[src/rtl/sflash_pin_pkg.sv]
package sflash_pin_pkg;

  // Transaction phase after the instruction byte.
  typedef enum logic [1:0] {
    PH_IN   = 2'd0,
    PH_OUT  = 2'd1,
    PH_DROP = 2'd2
  } xfer_phase_e;

endpackage

[src/rtl/sflash_pin_sync.sv]
module sflash_pin_sync #(
  parameter int              WIDTH   = 1,
  parameter int              STAGES  = 2,
  parameter logic [WIDTH-1:0] RST_VAL = '0
) (
  input  logic             clk,
  input  logic             rst_n,
  input  logic [WIDTH-1:0] d_i,
  output logic [WIDTH-1:0] q_o
);

  logic [STAGES-1:0][WIDTH-1:0] stg_q;

  always_ff @(posedge clk or negedge rst_n) begin
    if (!rst_n) begin
      stg_q <= {STAGES{RST_VAL}};
    end else begin
      for (int i = STAGES - 1; i > 0; i--) begin
        stg_q[i] <= stg_q[i-1];
      end
      stg_q[0] <= d_i;
    end
  end

  assign q_o = stg_q[STAGES-1];

endmodule

[src/rtl/sflash_rx_shift.sv]
module sflash_rx_shift #(
  parameter int BYTE_W = 8,
  parameter int LANES  = 4
) (
  input  logic              clk,
  input  logic              rst_n,
  input  logic              clr_i,
  input  logic              step_i,
  input  logic              quad_i,
  input  logic [LANES-1:0]  lanes_i,
  output logic              done_o,
  output logic [BYTE_W-1:0] byte_o
);

  localparam int CNT_W = $clog2(BYTE_W);
  localparam logic [CNT_W:0] STEP_ONE  = 1;
  localparam logic [CNT_W:0] STEP_QUAD = LANES;
  localparam logic [CNT_W:0] FULL      = BYTE_W;

  logic [BYTE_W-1:0] sh_q, sh_d;
  logic [CNT_W-1:0]  cnt_q, cnt_d;
  logic [CNT_W:0]    sum;

  always_comb begin
    sh_d   = sh_q;
    cnt_d  = cnt_q;
    done_o = 1'b0;
    sum    = '0;
    if (clr_i) begin
      sh_d  = '0;
      cnt_d = '0;
    end else if (step_i) begin
      if (quad_i) begin
        sh_d = {sh_q[BYTE_W-LANES-1:0], lanes_i};
        sum  = {1'b0, cnt_q} + STEP_QUAD;
      end else begin
        sh_d = {sh_q[BYTE_W-2:0], lanes_i[0]};
        sum  = {1'b0, cnt_q} + STEP_ONE;
      end
      done_o = (sum >= FULL);
      cnt_d  = done_o ? '0 : sum[CNT_W-1:0];
    end
  end

  assign byte_o = sh_d;

  always_ff @(posedge clk or negedge rst_n) begin
    if (!rst_n) begin
      sh_q  <= '0;
      cnt_q <= '0;
    end else begin
      sh_q  <= sh_d;
      cnt_q <= cnt_d;
    end
  end

  // a nibble step only ever starts on a nibble boundary of the byte
  a_r2_nibble_aligned: assert property (@(posedge clk) disable iff (!rst_n)
    (step_i && quad_i && !clr_i) |-> ((int'(cnt_q) % LANES) == 0));

endmodule

[src/rtl/sflash_tx_shift.sv]
module sflash_tx_shift #(
  parameter int BYTE_W  = 8,
  parameter int LANES   = 4,
  parameter int SO_LANE = 1
) (
  input  logic              clk,
  input  logic              rst_n,
  input  logic              clr_i,
  input  logic              step_i,
  input  logic              quad_i,
  input  logic [BYTE_W-1:0] data_i,
  output logic              load_o,
  output logic [LANES-1:0]  lanes_o
);

  localparam int CNT_W = $clog2(BYTE_W);
  localparam logic [CNT_W:0] STEP_ONE  = 1;
  localparam logic [CNT_W:0] STEP_QUAD = LANES;
  localparam logic [CNT_W:0] FULL      = BYTE_W;

  logic [BYTE_W-1:0] buf_q, buf_d, src;
  logic [CNT_W-1:0]  cnt_q, cnt_d;
  logic [LANES-1:0]  out_q, out_d;
  logic [CNT_W:0]    sum;

  always_comb begin
    buf_d  = buf_q;
    cnt_d  = cnt_q;
    out_d  = out_q;
    load_o = 1'b0;
    sum    = '0;
    src    = buf_q;
    if (clr_i) begin
      buf_d = '0;
      cnt_d = '0;
      out_d = '0;
    end else if (step_i) begin
      if (cnt_q == '0) begin
        src    = data_i;
        load_o = 1'b1;
      end
      if (quad_i) begin
        out_d = src[BYTE_W-1 -: LANES];
        buf_d = src << LANES;
        sum   = {1'b0, cnt_q} + STEP_QUAD;
      end else begin
        out_d          = '0;
        out_d[SO_LANE] = src[BYTE_W-1];
        buf_d          = src << 1;
        sum            = {1'b0, cnt_q} + STEP_ONE;
      end
      cnt_d = (sum >= FULL) ? '0 : sum[CNT_W-1:0];
    end
  end

  always_ff @(posedge clk or negedge rst_n) begin
    if (!rst_n) begin
      buf_q <= '0;
      cnt_q <= '0;
      out_q <= '0;
    end else begin
      buf_q <= buf_d;
      cnt_q <= cnt_d;
      out_q <= out_d;
    end
  end

  assign lanes_o = out_q;

endmodule

[src/rtl/sflash_pin_front.sv]
module sflash_pin_front
  import sflash_pin_pkg::*;
#(
  parameter int SYNC_STAGES = 2,
  parameter int BYTE_W      = 8,
  parameter int DQ_W        = 4
) (
  input  logic              clk,
  input  logic              rst_n,
  input  logic              csn_i,
  input  logic              sck_i,
  input  logic [DQ_W-1:0]   dq_i,
  output logic [DQ_W-1:0]   dq_o,
  output logic [DQ_W-1:0]   dq_oe_o,
  input  logic              quad_en_i,
  input  logic              srp_i,
  input  logic              ph_quad_i,
  input  logic              ph_out_i,
  output logic [BYTE_W-1:0] rx_byte_o,
  output logic              rx_valid_o,
  output logic              rx_first_o,
  input  logic [BYTE_W-1:0] tx_data_i,
  output logic              tx_req_o,
  output logic              sr_lock_o
);

  localparam int HOLD_LANE = DQ_W - 1;
  localparam int WP_LANE   = 2;
  localparam int SO_LANE   = 1;
  localparam int PIN_W     = DQ_W + 2;
  localparam logic [DQ_W-1:0]  DQ_RST  = DQ_W'((1 << HOLD_LANE) | (1 << WP_LANE));
  localparam logic [PIN_W-1:0] PIN_RST = {2'b00, DQ_RST};
  localparam logic [DQ_W-1:0]  SO_MASK = DQ_W'(1 << SO_LANE);

  // Pin synchronizer: {chip select, serial clock, lanes}
  logic [PIN_W-1:0] pins_s;
  logic             csn_s, sck_s;
  logic [DQ_W-1:0]  dq_s;

  sflash_pin_sync #(
    .WIDTH  (PIN_W),
    .STAGES (SYNC_STAGES),
    .RST_VAL(PIN_RST)
  ) u_sync (
    .clk  (clk),
    .rst_n(rst_n),
    .d_i  ({csn_i, sck_i, dq_i}),
    .q_o  (pins_s)
  );

  assign csn_s = pins_s[PIN_W-1];
  assign sck_s = pins_s[PIN_W-2];
  assign dq_s  = pins_s[DQ_W-1:0];

  // State
  logic              sck_d_q, csn_d_q, armed_q;
  xfer_phase_e       phase_q, phase_d;
  logic              quad_q, quad_d, first_q, first_d;
  logic              rx_valid_q, rx_valid_d, rx_first_q, rx_first_d;
  logic [BYTE_W-1:0] rx_byte_q, rx_byte_d;
  logic              tx_req_q;
  logic [DQ_W-1:0]   oe_q, oe_d;
  logic              lock_q, lock_d;
  logic              armed_d;

  // Edge and condition decode
  logic rise, fall, cs_fall, clr, active, hold_act, step_in, step_out;
  logic rx_done, tx_load;
  logic [BYTE_W-1:0] rx_shift_byte;

  assign rise     = sck_s & ~sck_d_q;
  assign fall     = ~sck_s & sck_d_q;
  assign cs_fall  = ~csn_s & csn_d_q;
  assign clr      = csn_s | ~armed_q;
  assign active   = ~clr;
  assign hold_act = active & ~quad_en_i & ~dq_s[HOLD_LANE];
  assign step_in  = active & ~hold_act & rise & (phase_q == PH_IN);
  assign step_out = active & ~hold_act & fall & (phase_q == PH_OUT);

  sflash_rx_shift #(
    .BYTE_W(BYTE_W),
    .LANES (DQ_W)
  ) u_rx (
    .clk    (clk),
    .rst_n  (rst_n),
    .clr_i  (clr),
    .step_i (step_in),
    .quad_i (quad_q),
    .lanes_i(dq_s),
    .done_o (rx_done),
    .byte_o (rx_shift_byte)
  );

  sflash_tx_shift #(
    .BYTE_W (BYTE_W),
    .LANES  (DQ_W),
    .SO_LANE(SO_LANE)
  ) u_tx (
    .clk    (clk),
    .rst_n  (rst_n),
    .clr_i  (clr),
    .step_i (step_out),
    .quad_i (quad_q),
    .data_i (tx_data_i),
    .load_o (tx_load),
    .lanes_o(dq_o)
  );

  // Next-state logic
  always_comb begin
    armed_d    = armed_q | cs_fall;
    phase_d    = phase_q;
    quad_d     = quad_q;
    first_d    = first_q;
    rx_valid_d = 1'b0;
    rx_byte_d  = rx_byte_q;
    rx_first_d = rx_first_q;
    if (clr) begin
      phase_d = PH_IN;
      quad_d  = 1'b0;
      first_d = 1'b1;
    end else if (rx_done) begin
      rx_valid_d = 1'b1;
      rx_byte_d  = rx_shift_byte;
      rx_first_d = first_q;
      first_d    = 1'b0;
      if (ph_quad_i && !quad_en_i) begin
        phase_d = PH_DROP;
      end else begin
        quad_d  = ph_quad_i;
        phase_d = ph_out_i ? PH_OUT : PH_IN;
      end
    end
    if (active && !hold_act && phase_q == PH_OUT) begin
      oe_d = quad_q ? '1 : SO_MASK;
    end else begin
      oe_d = '0;
    end
    lock_d = srp_i & ~quad_en_i & ~dq_s[WP_LANE];
  end

  // Registers
  always_ff @(posedge clk or negedge rst_n) begin
    if (!rst_n) begin
      sck_d_q    <= 1'b0;
      csn_d_q    <= 1'b0;
      armed_q    <= 1'b0;
      phase_q    <= PH_IN;
      quad_q     <= 1'b0;
      first_q    <= 1'b1;
      rx_valid_q <= 1'b0;
      rx_byte_q  <= '0;
      rx_first_q <= 1'b0;
      tx_req_q   <= 1'b0;
      oe_q       <= '0;
      lock_q     <= 1'b0;
    end else begin
      sck_d_q    <= sck_s;
      csn_d_q    <= csn_s;
      armed_q    <= armed_d;
      phase_q    <= phase_d;
      quad_q     <= quad_d;
      first_q    <= first_d;
      rx_valid_q <= rx_valid_d;
      if (rx_valid_d) begin
        rx_byte_q  <= rx_byte_d;
        rx_first_q <= rx_first_d;
      end
      tx_req_q   <= tx_load;
      oe_q       <= oe_d;
      lock_q     <= lock_d;
    end
  end

  assign rx_valid_o = rx_valid_q;
  assign rx_byte_o  = rx_byte_q;
  assign rx_first_o = rx_first_q;
  assign tx_req_o   = tx_req_q;
  assign dq_oe_o    = oe_q;
  assign sr_lock_o  = lock_q;

  // Assertions
  // no byte is delivered before chip select has been armed by a falling edge
  a_r6_rx_needs_arm: assert property (@(posedge clk) disable iff (!rst_n)
    rx_valid_o |-> armed_q);

  // four-bit mode is only entered while quad-enable is set
  a_r2_quad_needs_qe: assert property (@(posedge clk) disable iff (!rst_n)
    $rose(quad_q) |-> $past(quad_en_i));

  // a dropped transaction produces neither strobes nor enables
  a_r3_drop_silent: assert property (@(posedge clk) disable iff (!rst_n)
    (phase_q == PH_DROP) |=> (!rx_valid_o && dq_oe_o == '0));

  // output lanes move only after a falling edge or an abort
  a_r4_dq_moves_on_fall: assert property (@(posedge clk) disable iff (!rst_n)
    !$stable(dq_o) |-> $past(step_out || clr));

  // enable pattern is one of the three legal shapes
  a_r5_oe_shape: assert property (@(posedge clk) disable iff (!rst_n)
    (dq_oe_o == '0) || (dq_oe_o == SO_MASK) || (&dq_oe_o));

  // no lane is enabled once chip select has been high for a cycle
  a_r5_oe_off_deselected: assert property (@(posedge clk) disable iff (!rst_n)
    (csn_s && $past(csn_s)) |-> (dq_oe_o == '0));

  // hold freezes the output lanes, drops enables and stops strobes
  a_r8_hold_freezes: assert property (@(posedge clk) disable iff (!rst_n)
    hold_act |=> ($stable(dq_o) && !rx_valid_o && dq_oe_o == '0));

endmodule

[config.mk]
export PLATFORM = sky130hd
export DESIGN_NAME = sflash_pin_front
export DESIGN_NICKNAME = d
export VERILOG_FILES = /design/src/rtl/sflash_pin_pkg.sv /design/src/rtl/sflash_pin_sync.sv /design/src/rtl/sflash_rx_shift.sv /design/src/rtl/sflash_tx_shift.sv /design/src/rtl/sflash_pin_front.sv
export SDC_FILE = /design/constraint.sdc
export NUM_CORES = 1
export LEC_CHECK = 0
export BUFFER_PORTS_ARGS = -buffer_cell sky130_fd_sc_hd__clkbuf_2
export CAP_MARGIN = 20
export CORE_UTILIZATION = 50
export DETAILED_ROUTE_END_ITERATION = 12
export PLACE_DENSITY_LB_ADDON = 0.1
export SETUP_SLACK_MARGIN = 0.3
export SLEW_MARGIN = 20
export SYNTH_ARGS = -nofsm -noshare
export SYNTH_HDL_FRONTEND = slang
export SYNTH_SLANG_ARGS = --single-unit
[constraint.sdc]
create_clock -name clk -period 2 [get_ports clk]
set_clock_uncertainty 0.15 [all_clocks]
set_input_delay 0.4 -clock clk [delete_from_list [all_inputs] [get_ports clk]]
set_output_delay 0.4 -clock clk [all_outputs]
set_load 0.02 [all_outputs]
; Word-level counts from Yosys, hierarchy flattened
; Index checks and enable logic that the tools add are counted.
[totals]
register_bits = 61
input_bits = 20
out_inout_bits = 20
wordCells = 102
[classes]
n_addsub = 4
n_lt_le_gt_ge = 2
eq_ne = 2
n_mux = 40
bitwise_logic = 23
reduce_logical = 12
[op_table]
columns = cell, count
row1 = 8-bit two-way mux, 7
row2 = 4-bit two-way mux, 11
row3 = 3-bit two-way mux, 6
row4 = 1-bit two-way mux, 13
row5 = 1-bit bitwise AND, 12
row6 = 1-bit NOT, 9
row7 = 3-bit by 1-bit adder with 4-bit output (second input constant), 2
row8 = 3-bit by 3-bit adder with 4-bit output (second input constant), 2
row9 = 4-bit >= comparator (second input constant), 2
row10 = 2-bit two-way mux, 3
row11 = 2-bit nonzero test, 3
row12 = 1-bit logical AND, 3
row13 = 3-bit zero test, 1
row14 = 3-bit AND reduction, 1
row15 = 2-bit by 1-bit equality test with 1-bit output (second input constant), 1
row16 = 1-bit zero test, 2
row17 = 2-bit zero test, 1
row18 = 2-bit != test (second input constant), 1
row19 = 1-bit bitwise OR, 2
row20 = 2-bit AND reduction, 1

; Longest topological paths before layout
[logic_depth]
word_depth = 17
ltp_mapped = 7
depth_no_buf = 6

; Modules after synthesis
; A second synthesis with hierarchy kept.
[unflattened]
hier_cells = 209
area_unflattened_um2 = 2553.7
[by_module_without_submodules]
columns = mod, instances, cells_each, area_per_inst_um2, seq_area_each_um2
row1 = sflash_tx_shift, 1, 79, 814.5, 350.3
row2 = sflash_pin_front, 1, 60, 808.3, 526.8
row3 = sflash_rx_shift, 1, 52, 580.6, 275.3
row4 = sflash_pin_sync, 1, 18, 350.3, 305.3

; Worst setup path after synthesis
; Ideal clock, no wire load.
[synth_timing]
kind = reg2reg
from = register phase_q[0]
to = register rx_byte_q[2], in the netlist rx_byte_o[2]
setup_time_ps = 125
t_arrival_ps = 1716
t_required_ps = 1725
slack_ps = 8
path_stages_with_launch = 5
n_path_buf = 1
synth_period_minus_slack_ps = 1992
cell_sequence = dfrtp_1 -> or4b_4 -> nor4_4 -> buf_6 -> mux2_4
[synth_via]
elab_chain_len = 7
elab_cells_between_ends = 9
classes_between = mux (6) / bitwise (1) / reduce/logical (2)
[synth_rtl]
columns = item, line_no
row1 = "start, declared", sflash_pin_front.sv:57  ; xfer_phase_e phase_q, phase_d;
row2 = "start signal, assigned", sflash_pin_front.sv:161  ; phase_q <= phase_d;
row3 = 2-bit zero test, sflash_pin_front.sv:77  ; assign step_in = active & ~hold_act & rise & (phase_q == PH_IN);
row4 = 1-bit bitwise AND, sflash_pin_front.sv:77
row5 = 1-bit two-way mux, sflash_rx_shift.sv:32  ; end else if (step_i) begin
row6 = 1-bit two-way mux, sflash_rx_shift.sv:29  ; if (clr_i) begin
row7 = 1-bit two-way mux, sflash_pin_front.sv:122  ; end else if (rx_done) begin
row8 = 1-bit two-way mux, sflash_pin_front.sv:118  ; if (clr) begin
row9 = via rx_valid_d, sflash_pin_front.sv:59  ; logic rx_valid_q, rx_valid_d, rx_first_q, rx_first_d;
row10 = 3-bit AND reduction (no source line), n/a
row11 = "end signal, assigned", sflash_pin_front.sv:166  ; rx_byte_q <= rx_byte_d;
row12 = "end, declared", sflash_pin_front.sv:60  ; logic [BYTE_W-1:0] rx_byte_q, rx_byte_d;
; The timed path passes the listed nets, and every way through them passes these cells.
; A chain may end at the register's enable or synchronous reset.

; Worst setup path in the final report
[layout_timing]
from = register phase_q[0]
to = register quad_q
[layout_via]
elab_chain_len = 6
[layout_rtl]
columns = item, line_no
row1 = 2-bit zero test, sflash_pin_front.sv:77
row2 = 1-bit bitwise AND, sflash_pin_front.sv:77
row3 = 1-bit two-way mux, sflash_rx_shift.sv:32
row4 = 1-bit two-way mux, sflash_rx_shift.sv:29
row5 = 2-bit nonzero test (no source line), n/a
row6 = 2-bit AND reduction (no source line), n/a
row7 = "end signal, assigned", sflash_pin_front.sv:162  ; quad_q <= quad_d;
row8 = "end, declared", sflash_pin_front.sv:58  ; logic quad_q, quad_d, first_q, first_d;
; No other way between the ends.

==> run summary <==
The flow ran to the end, and the final reports show no timing, DRC or antenna violations. The standby leakage power came out at 1.62 nW. The overall fraction of global-route tracks in use came out at 22.7%. The net count reported at finish is 301. The TritonCTS clock tree is done. In this run the worst hold path is classified as primary input to flop. Across all setup checks in the final design, the least slack found is 0.0330 ns.

The number of standard cells after synthesis is 205. The final total negative setup slack came out at 0 ns. The via count came out at 1888. After detailed routing, the total wire length is 5730 um.

Traced cell by cell, the critical path runs through or4b_4, nor3_4, buf_12, a41oi_2, a311oi_1. The number of slew-limit violations in the final report was 0. The type of element capturing the critical path is a flop. The layout overhead on the synthesized area is 42.2%. The internal portion of the total power is 0.00211 W.

The initial utilization of the core area, before any placement, comes to 52.4%. The cell area power density came out at 758 nW/um2. The worst path in the final design needs a cycle of 1.97 ns, including I/O delays and setup.

The number of clock sinks seen by CTS came out at 57. Headroom to the max-slew limit came out at 79.1%. The maximum clock frequency is 0.508 GHz. The total inserted antenna cells came out at 0. In the synthesized netlist, the cells that appear most often are sky130_fd_sc_hd__dfrtp_1, sky130_fd_sc_hd__nor2_1, sky130_fd_sc_hd__mux2i_1. The number of global-route vias before repair came out at 1909. Across the run, the number of max-cap violations was 0. The fraction of power spent switching nets is 21.3%. The share of final-layout standard cells stronger than drive strength 1 is 53.0%.

The worst reg-to-reg path cell count is 5. The largest individual stage delay along the critical path comes from the cell sky130_fd_sc_hd__or4b_4. The slack of the worst reg-to-reg path is 0.03 ns. The clock latency on the worst-skew pair is 0.34 ns.

The most common cell in the synthesized netlist is sky130_fd_sc_hd__dfrtp_1. After global routing the overflow that remains totals 0. The count of different cell masters after synthesis is 44. The family with the most delay on the worst path is simple AND/OR/NAND/NOR gates. The pin count of the biggest net entering global routing came out at 58.

The total DRC errors in the routed layout is 0. The count of yosys warnings during synthesis came out at 0. The actual slew at the worst max-slew pin is 0.312 ns. The detailed-placement wirelength estimate is 3330 um. The synthesized design spends more area on one cell type than any other, namely sky130_fd_sc_hd__dfrtp_1. The first-pass GRT wire length is 8850 um. The number of core rows came out at 25. Clock tree synthesis selected as its root buffer the cell sky130_fd_sc_hd__clkbuf_8. The initial antenna violation count is 0. Setup violations remaining at the end of the flow were counted as 0.

The number of flip-flops and latches in the synthesized netlist is 57. Counting every net in the synthesized netlist gives 228. After synthesis, the mean cell area works out to 12.2 um2. The count of nets left with antenna violations after detail routing came out at 0. The first-pass iteration count of the detailed router is 5. In this run, the combinational gates consume 6.3% of the power. The maximum clock insertion buffer count is 2. STA classifies the critical path startpoint as a flop. The sequential cell area fraction in the yosys report is 57.5%. The startpoint identified for the worst register-to-register timing path is phase_q[0]. The routability congestion estimate from global placement came out at 0.785. Buffers inserted during clock tree synthesis total 9. The core area came out at 4750 um2. The average wire per standard cell is 16.4 um. The required time of the critical path came out at 2.10 ns. The detailed router finished its first iteration with 104 violations. Timing analysis after detailed placement gives a worst setup slack of 0.0510 ns.

The async set-or-reset flop fraction in the synthesized netlist is 100%. Ranked by total cell area, the synthesized netlist is headed by sky130_fd_sc_hd__dfrtp_1, sky130_fd_sc_hd__mux2i_1, sky130_fd_sc_hd__dfstp_2, sky130_fd_sc_hd__mux2_4, sky130_fd_sc_hd__nor2_1. Setup repair after global routing could not meet its margin everywhere.

The part of the cycle the worst path needs came out at 98.4%. Data arrives at the worst endpoint at 2.06 ns. In this run the tool buffered the top-level ports with 39 buffer cells. The largest fanout of any net on the critical path came out at 8. The floorplan step defined a die boundary enclosing 5270 um2. The switching power summed over all nets is 0.000573 W.

The via-per-instance ratio came out at 5.39. In this run, synthesis inferred 0 flip-flops with an integrated enable. The clock slew seen by the registers of the worst setup and hold paths came out at 0.06 ns.

The number of top-level pins is 40. In the synthesized netlist the dominant register cell turns out to be sky130_fd_sc_hd__dfrtp_1. The summed instance area of the synthesized netlist came out at 2490 um2. The number of hold violations in the final report is 0. The worst register-to-register path ends at quad_q. The worst hold path passes through 2 cells.

The share of power burned in registers is 44.5%. The startpoint identified for the worst hold timing path is srp_i. The width of the die is 72.6 um. The total buffers and inverters traversed by the critical path came out at 1.

For this run, the slowest stage of the critical path takes 0.58 ns. The worst setup path is of the flop to flop kind. The maximum ir drop on the vdd rail is 667 uV. The die is 72.6 um tall. The top cell type by area accounts for 52.2% of the synthesized area. The count of H-tree levels built during CTS is 3. The worst hold endpoint is sr_lock_o.

The proportion of power drawn by the clock network came out at 49.2%. The worst hold-check slack is 0.140 ns.
-- power groups by stage --
| stage | sequential [W] | clock [W] | combinational (W) |
|---|---|---|---|
| 2_1_floorplan | 0.00121 | 0 | 0.0000559 |
| 3_3_place_gp | 0.00121 | 0 | 0.000115 |
| 3_5_place_dp | 0.00121 | 0 | 0.000120 |
| 4_1_cts | 0.00119 | 0.00134 | 0.000150 |
| 5_1_grt | 0.00120 | 0.00139 | 0.000186 |
| 6_report | 0.00119 | 0.00132 | 0.000170 |
-- kinds of logic after synthesis --
kind of cell | synth area share (%)
AOI/OAI and AO/OA | 10.5
adders and majority gates | 1.51
buffers and inverters | 4.87
DFF | 57.5
muxes | 12.6
and+or+nand+nor | 13.1
-- worst max-delay path by stage --
stage                     from            end  slack (ns)  depth (start not counted)
finish              phase_q[0]         quad_q        0.03                          5
global route        phase_q[0]         quad_q       -0.06                          5
CTS                    sck_d_q         quad_q        0.06                          5
detailed placement     sck_d_q  u_rx.cnt_q[1]        0.05                          5
global placement       sck_d_q   rx_byte_o[7]        0.11                          4
floorplan           phase_q[0]   rx_byte_o[2]        0.08                          4
-- layer usage --
metal / share of wire, % / GRT usage [%]
met2: 50 / 36.3
met5: 0 / 0
met1: 44 / 28.6
met3: 4.0 / 5.39
met4: 1.9 / 12.6
-- metrics by stage --
step / instance area, um2 / instances / utilization [%] / total power (W)
floorplan: 2510 / 205 / - / 0.00127
global placement: 2850 / 312 / 59.9 / 0.00133
detailed placement: 2850 / 312 / 59.9 / 0.00133
CTS: 3290 / 340 / 69.3 / 0.00269
global route: 3550 / 350 / 74.6 / 0.00277
finish: 3550 / 350 / 74.6 / 0.00269
-- placed cells by master (no fill, tap or decap), types with 3 or more instances in the layout --
cell / instances
sky130_fd_sc_hd__clkbuf_8: 10
sky130_fd_sc_hd__dfstp_2: 5
sky130_fd_sc_hd__inv_1: 5
sky130_fd_sc_hd__nand3_1: 7
sky130_fd_sc_hd__a31o_2: 7
sky130_fd_sc_hd__o21ai_2: 4
sky130_fd_sc_hd__clkinv_2: 3
sky130_fd_sc_hd__nor2_1: 12
sky130_fd_sc_hd__mux2_4: 8
sky130_fd_sc_hd__a211oi_2: 6
sky130_fd_sc_hd__nand2_1: 9
sky130_fd_sc_hd__bufinv_16: 3
sky130_fd_sc_hd__o21ai_1: 3
sky130_fd_sc_hd__a21oi_2: 3
sky130_fd_sc_hd__o31ai_1: 3
sky130_fd_sc_hd__nor3_4: 3
sky130_fd_sc_hd__nor3_1: 3
sky130_fd_sc_hd__mux2i_1: 14
sky130_fd_sc_hd__buf_6: 9
sky130_fd_sc_hd__a32o_1: 3
sky130_fd_sc_hd__nor2_4: 3
sky130_fd_sc_hd__dfrtp_1: 51
sky130_fd_sc_hd__clkbuf_2: 39
sky130_fd_sc_hd__buf_4: 15
sky130_fd_sc_hd__nor2_2: 3
sky130_fd_sc_hd__dlygate4sd3_1: 7
sky130_fd_sc_hd__buf_12: 4
-- worst register-to-register path, delay by kind of cell, from the launching register on --
kind | cells | cell delay, ns
AOI/OAI and AO/OA | 2 | 0.33
DFF | 1 | 0.38
and+or+nand+nor | 2 | 0.86
buffers and inverters | 1 | 0.16
-- final cells by class --
cell class / count / area (um2)
multi-input combinational: 125 / 1140
clock inverter: 6 / 105
tap: 67 / 83.8
timing repair buffer: 77 / 607
fill: 319 / 1210
clock buffer: 10 / 138
sequential: 57 / 1430
inverter: 8 / 33.8
-- state kept, by name (all words and copies together), names as in the netlist, 2 cells and up --
name and flops:
u_tx.cnt_q 3, dq_oe_o 2, u_sync.q_o 6, u_rx.sh_q 7
u_rx.cnt_q 3, phase_q 2, rx_byte_o 8, u_tx.buf_q 7
u_tx.lanes_o 4, u_sync.stg_q 6
-- timing repair --
| item | CTS | global route |
|---|---|---|
| pin swaps | 7 | 15 |
| hold endpoints to repair | 55 | 3 |
| cloned | 1 | 2 |
| hold buffers | 4 | 3 |
| setup endpoints to repair | 33 | 33 |
| buffers inserted | 7 | 5 |
| resized for setup | 21 | 44 |
No activity file was read; power rests on OpenSTA's default activity.
